`src/rtl/rtc_alarm_match.sv`:
```
module rtc_alarm_match #(
  parameter int PULSE_W = 4
) (
  input  logic       clk,
  input  logic       rst_n,
  input  logic       tick,
  input  logic [7:0] cur_sec,
  input  logic [7:0] cur_min,
  input  logic [7:0] cur_hour,
  input  logic [7:0] cur_date,
  input  logic [7:0] cur_month,
  input  logic [7:0] cur_wday,
  input  logic       wr_en,
  input  logic [2:0] wr_addr,
  input  logic [7:0] wr_data,
  input  logic       stat_rd,
  input  logic       freq_sel,
  output logic       alm,
  output logic       irq_n
);
  localparam int NF = 6;
  localparam int CW = $clog2(PULSE_W + 1);

  logic [7:0]    abyte [NF];
  logic [7:0]    cur   [NF];
  logic [NF-1:0] en_mask;
  logic          rep_mode, arst, prev_match, match, hit, clr;
  logic [CW-1:0] pcnt;

  assign cur[0] = cur_sec;
  assign cur[1] = cur_min;
  assign cur[2] = cur_hour;
  assign cur[3] = cur_date;
  assign cur[4] = cur_month;
  assign cur[5] = cur_wday;

  always_comb begin
    logic all_ok;
    all_ok = 1'b1;
    for (int i = 0; i < NF; i++) begin
      en_mask[i] = abyte[i][7];
      if (abyte[i][7] && abyte[i][6:0] != cur[i][6:0]) all_ok = 1'b0;
    end
    match = all_ok && (en_mask != '0);
  end

  assign hit = tick && match && !prev_match;
  assign clr = (wr_en && wr_addr == 3'd7 && !wr_data[0]) || (stat_rd && arst);

  always_ff @(posedge clk or negedge rst_n) begin
    if (!rst_n) begin
      for (int i = 0; i < NF; i++) abyte[i] <= '0;
      rep_mode   <= 1'b0;
      arst       <= 1'b0;
      prev_match <= 1'b0;
      alm        <= 1'b0;
      pcnt       <= '0;
    end else begin
      for (int i = 0; i < NF; i++)
        if (wr_en && wr_addr == 3'(i)) abyte[i] <= wr_data;
      if (wr_en && wr_addr == 3'd6) begin
        rep_mode <= wr_data[0];
        arst     <= wr_data[1];
      end
      if (tick) prev_match <= match;
      if (hit)      alm <= 1'b1;
      else if (clr) alm <= 1'b0;
      if (hit && rep_mode)  pcnt <= CW'(PULSE_W);
      else if (pcnt != '0)  pcnt <= pcnt - 1'b1;
    end
  end

  assign irq_n = freq_sel ? 1'b1 : (rep_mode ? (pcnt == '0) : !alm);
endmodule


```
`config.mk`:
```
export PLATFORM = sky130hd
export DESIGN_NAME = rtc_alarm_match
export DESIGN_NICKNAME = d
export VERILOG_FILES = /design/src/rtl/rtc_alarm_match.sv
export SDC_FILE = /design/constraint.sdc
export NUM_CORES = 1
export LEC_CHECK = 0
export CORE_MARGIN = 8
export CORE_UTILIZATION = 50
export CTS_CLUSTER_SIZE = 16
export DETAILED_ROUTE_END_ITERATION = 7
export DONT_BUFFER_PORTS = 1
export PLACE_DENSITY = 0.63
export SYNTH_ARGS = -nofsm -noshare
export SYNTH_HDL_FRONTEND = slang
export SYNTH_SLANG_ARGS = --single-unit
```
`constraint.sdc`:
```
create_clock -name clk -period 2.36 [get_ports clk]
set_input_delay 0.236 -clock clk [delete_from_list [all_inputs] [get_ports clk]]
set_output_delay 0.236 -clock clk [all_outputs]
set_load 0.02 [all_outputs]
```
# == Word level (Yosys, flattened, before mapping) ==
# Cells that the tools add are included.
# Widths: inputs -> output; s select.
# op_classes
add_sub_neg,1
n_eq_ne,13
n_mux,12
reduce_logical,30
# op_table
cell,n
$ne 7x7->1,6
$logic_and 1x1->1,20
$eq 3x3->1 const B,4
$mux 1,10
$eq 3x2->1 const B,2
$logic_not 3->1,2
$mux 3,2
$reduce_bool 6->1,1
$reduce_bool 2->1,2
$eq 3x1->1 const B,1
$logic_not 1->1,3
$reduce_bool 3->1,1
$sub 3x1->3 const B,1
$logic_or 1x1->1,1
# totals
reg_bits,55
inputBits,65
out_inout_bits,2
wordCells,67

# == Longest topological paths before layout ==
# depth
ltp_word,13
ltp_mapped,6
mapped_depth_nobuf,6

# == Worst setup path after synthesis ==
# No wires, ideal clock.
# synth_timing
path_type,register to register
from,register abyte[47] (netlist name)
to,register pcnt[2]
setup_time_ns,0.124
arrival_time_ns,1.519
required_time_ns,2.236
setup_slack_ns,0.717
stages_incl_launch_ff,6
n_path_buf,0
path_cell_list,dfrtp_1 -> or4_1 -> o31a_1 -> nand4_1 -> nor4_2 -> a211o_1
# synth_via
elab_chain_cells,12
# synth_rtl
item,line_no,source
start: declaration,24,logic [7:0] abyte [NF];
start signal: indexed assignment,60,if (wr_en && wr_addr == 3'(i)) abyte[i] <= wr_data;
$logic_and 1x1->1,42,if (abyte[i][7] && abyte[i][6:0] != cur[i][6:0]) all_ok = 1'b0;
$mux 1 (6 in a row),42,
$logic_and 1x1->1 *,44,match = all_ok && (en_mask != '0);
$logic_and 1x1->1 * (2 in a row),47,assign hit = tick && match && !prev_match;
$logic_and 1x1->1 *,68,if (hit && rep_mode) pcnt <= CW'(PULSE_W);
$mux 3 / $reduce_bool 2->1 (equally long branches),-,
end signal: assignment,68,
end signal: assignment,69,else if (pcnt != '0) pcnt <= pcnt - 1'b1;
end: declaration,28,logic [CW-1:0] pcnt;
# Every way passes the cells marked *; elsewhere a longest branch is shown, timed or not.
# A chain may end at the register's enable or synchronous reset.

# == Worst setup path after layout ==
# layout_timing
from,register abyte[25] (netlist name)
to,register pcnt[0]
# layout_via
elab_chain_cells,11
# layout_rtl
item,line_no
$ne 7x7->1 *,42
$logic_and 1x1->1 *,42
$mux 1 * (4 in a row),42
$logic_and 1x1->1 *,44
$logic_and 1x1->1 * (2 in a row),47
$logic_and 1x1->1 *,68
$mux 3 / $reduce_bool 2->1 (equally long branches),-
# Marked as above.

==> impl_metrics.toml <==
[finish]
multi_input_area_sq_um = 1270
finalInstanceArea_sq_um = 2860
seqCellArea_sq_um = 1380
fillers = 464
drive_above_1_share_pct = 31.7
antenna_cells = 0
final_nets = 271
finalNonFillerCells = 275
syn2layout_area_growth_pct = 7.32

[logic_synthesis]
ys_warn_count = 0
synth.avg_cell_area_sq_um = 13.5
synthesis.area_sq_um = 2670
yosysTopAreaCellShare_pct = 51.6
synth.area.top_cells = "dfrtp_1, mux2_2, xnor2_1"
postSynthCellCount = 198
yosysTopAreaCell = "dfrtp_1"
synth_nets = 265
synth.distinct_cells = 26
ys_seq_area_share_pct = 51.6
ys_ff_latch = 55

[setup_path]
endpoint_kind = "flip-flop"
critPathKind = "flip-flop to flip-flop"
crit_fanout = 3
worstPathCellList = "xor2_1 -> o41ai_1 -> nand4_1 -> nor4_2 -> nor2_1"
critical-path-max-stage-delay_ns = 0.52
required_ns = 2.54
cp.arrival_ns = 2.20
startpoint_type = "flip-flop"
slowest_stage = "o41ai_1"

[floorplanning]
ios = 67
die_h_microns = 89.0
initial_utilization_pct = 51.9
die_area_sq_um = 7930
core_sq_um = 5140
die_w_microns = 89.0
rows = 26

[pwr]
power_frac_clock_pct = 20.5
p_leak_nw = 1.16
p_sw_w = 0.000715
intPower_w = 0.00172
p_per_area_nw_per_um2 = 851
switching_share_pct = 29.3
power_frac_seq_pct = 54.6
peakVddDrop_mv = 0.364
comb_power_share_pct = 24.9

[placed_design]
pre_cts_ws_ns = 0.447
portBuffers = 0
gp_congestion = 0.746
dp.cells = 265
placed_cell_area_sq_um = 2740
dp_hpwl_mm = 4.56

[cts]
cts.path.max_buffers = 2
cts_sinks = 55
cts_tree = "done"
htreeDepth = 2
numCtsBuffers = 5
clk_pin_slew_worst_paths_ns = 0.10
root_buffer = "clkbuf_8"
clk_latency_ns = 0.31
postCtsSetupBuffers = 0

[sta]
period_share_pct = 85.5
max_freq_mhz = 496
tightest_slew_ns = 0.680
slew_viol_final = 0
slew-limit-headroom_pct = 54.5
min_period_ns = 2.02
hold_viol_final = 0
setup_ws_ns = 0.342
rsz0062_at_grt = "false"
fin_setup_tns_ns = 0
finalSetupViolCount = 0
whs_ns = 0.0203
fin_skew_ns = 0.0124

[routing]
first_pass_iters = 4
via_count = 1591
wl_per_cell_microns = 21.8
viasPerCell = 5.79
drt_iter0_drc = 60
ant_nets = 0
routed_wl_mm = 5.99
drc = 0

[grt]
antenna_found_initial = 0
grt_pass1_vias = 1830
grt_max_degree = 56
grt_pass1_wl_mm = 9.54
grt_usage_pct = 16.4
gr-total-overflow = 0

[hold_path]
hold_path.class = "input pin to flip-flop"

[outcome]
status = "finished clean"

[run]
cap_violations = 0
## Yosys cell counts
cell type / count
a211o_1: 2
a21oi_1: 1
buf_2: 2
clkbuf_1: 1
dfrtp_1: 55
ha_1: 2
inv_1: 3
mux2_2: 50
nand2_1: 5
nand2b_1: 1
nand4_1: 7
nand4b_1: 2
nor2_1: 5
nor2b_1: 2
nor3_2: 2
nor3b_2: 2
nor4_2: 1
o311ai_0: 1
o31a_1: 1
o32ai_1: 1
o41a_1: 1
o41ai_1: 6
or2_2: 1
or4_1: 1
xnor2_1: 25
xor2_1: 18
## cells by family after synthesis
family	share of synthesized area (%)
AO/OA/AOI/OAI	4.22
XOR/XNOR	14.1
adder cells (fa/ha/maj)	0.938
buffers and inverters	0.938
flip-flops	51.6
multiplexers	21.1
AND/OR/NAND/NOR	7.08
## power by group through the flow
| stage | clock network [W] | logic [W] | registers (W) |
|---|---|---|---|
| after floorplan | 0 | 0.000498 | 0.00130 |
| after global placement | 0 | 0.000532 | 0.00133 |
| after detailed placement | 0 | 0.000582 | 0.00135 |
| after CTS | 0.000512 | 0.000611 | 0.00133 |
| after global routing | 0.000553 | 0.000686 | 0.00136 |
| final | 0.000500 | 0.000606 | 0.00133 |
## worst paths after layout
check,from,end,slack (ns),cells after the start
max in group asynchronous,rst_n,abyte[38]$_DFFE_PN0P_,1.67,2
worst min register to register,prev_match$_DFFE_PN0P_,alm$_DFFE_PN0P_,0.47,1
worst max-delay path,abyte[25]$_DFFE_PN0P_,pcnt[0]$_DFFE_PN0P_,0.34,5
worst max register to register,abyte[25]$_DFFE_PN0P_,pcnt[0]$_DFFE_PN0P_,0.34,5
min in group asynchronous,rst_n,abyte[25]$_DFFE_PN0P_,0.45,2
worst min-delay path,tick,prev_match$_DFFE_PN0P_,0.02,1
## critical path: cells and delay by family (launching register included)
kind / cells / cell delay [ns]
and+or+nand+nor: 3 / 0.81
AOI/OAI and AO/OA: 1 / 0.52
DFF: 1 / 0.41
xor gates and xnor gates: 1 / 0.15
## registers in the layout, indices dropped and copies added (netlist names)
register,count
abyte,48
pcnt,3
alm,1
arst,1
prev_match,1
rep_mode,1
## placed cells by master (no fill, tap or decap), drive strengths merged, types with 2 or more instances in the layout
master  synthesis  final
nor2b           2      2
mux2           50     50
nand2           5      5
nand4b          2      2
nor3            2      2
nor2            5      5
inv             3      3
nand4           7      7
xor2           18     18
dfrtp          55     55
nor3b           2      2
clkinv          0      3
o41ai           6      6
clkbuf          1      5
xnor2          25     25
ha              2      2
a211o           2      2
## metrics by stage
| stage | util [%] | total power (W) |
|---|---|---|
| 2_1_floorplan | - | 0.00180 |
| 3_3_place_gp | 53.3 | 0.00186 |
| 3_5_place_dp | 53.3 | 0.00193 |
| 5_1_grt | 55.7 | 0.00260 |
| 4_1_cts | 55.7 | 0.00245 |
| 6_report | 55.7 | 0.00244 |
## area by class of cell
type | instances | share of cell area [%]
Sequential cell | 55 | 48.1
Tap cell | 70 | 3.06
Clock buffer | 5 | 2.40
Multi-Input combinational cell | 137 | 44.2
Timing Repair Buffer | 2 | 1.31
Inverter | 3 | 0.393
Clock inverter | 3 | 0.524
## timing repair
item,in CTS,in global routing
hold endpoints to repair,55,0
resized for setup,0,0
hold buffers,2,0
## metal layers
| metal | track usage, % | wire length, microns | part of all wire (%) |
|---|---|---|---|
| met3 | 4.78 | 447 | 7.5 |
| met4 | 6.95 | 152 | 2.5 |
| met5 | 0 | 0 | 0 |
| met1 | 18.5 | 2360 | 39 |
| met2 | 28.2 | 3030 | 51 |
(Power assumes the default switching activity.)
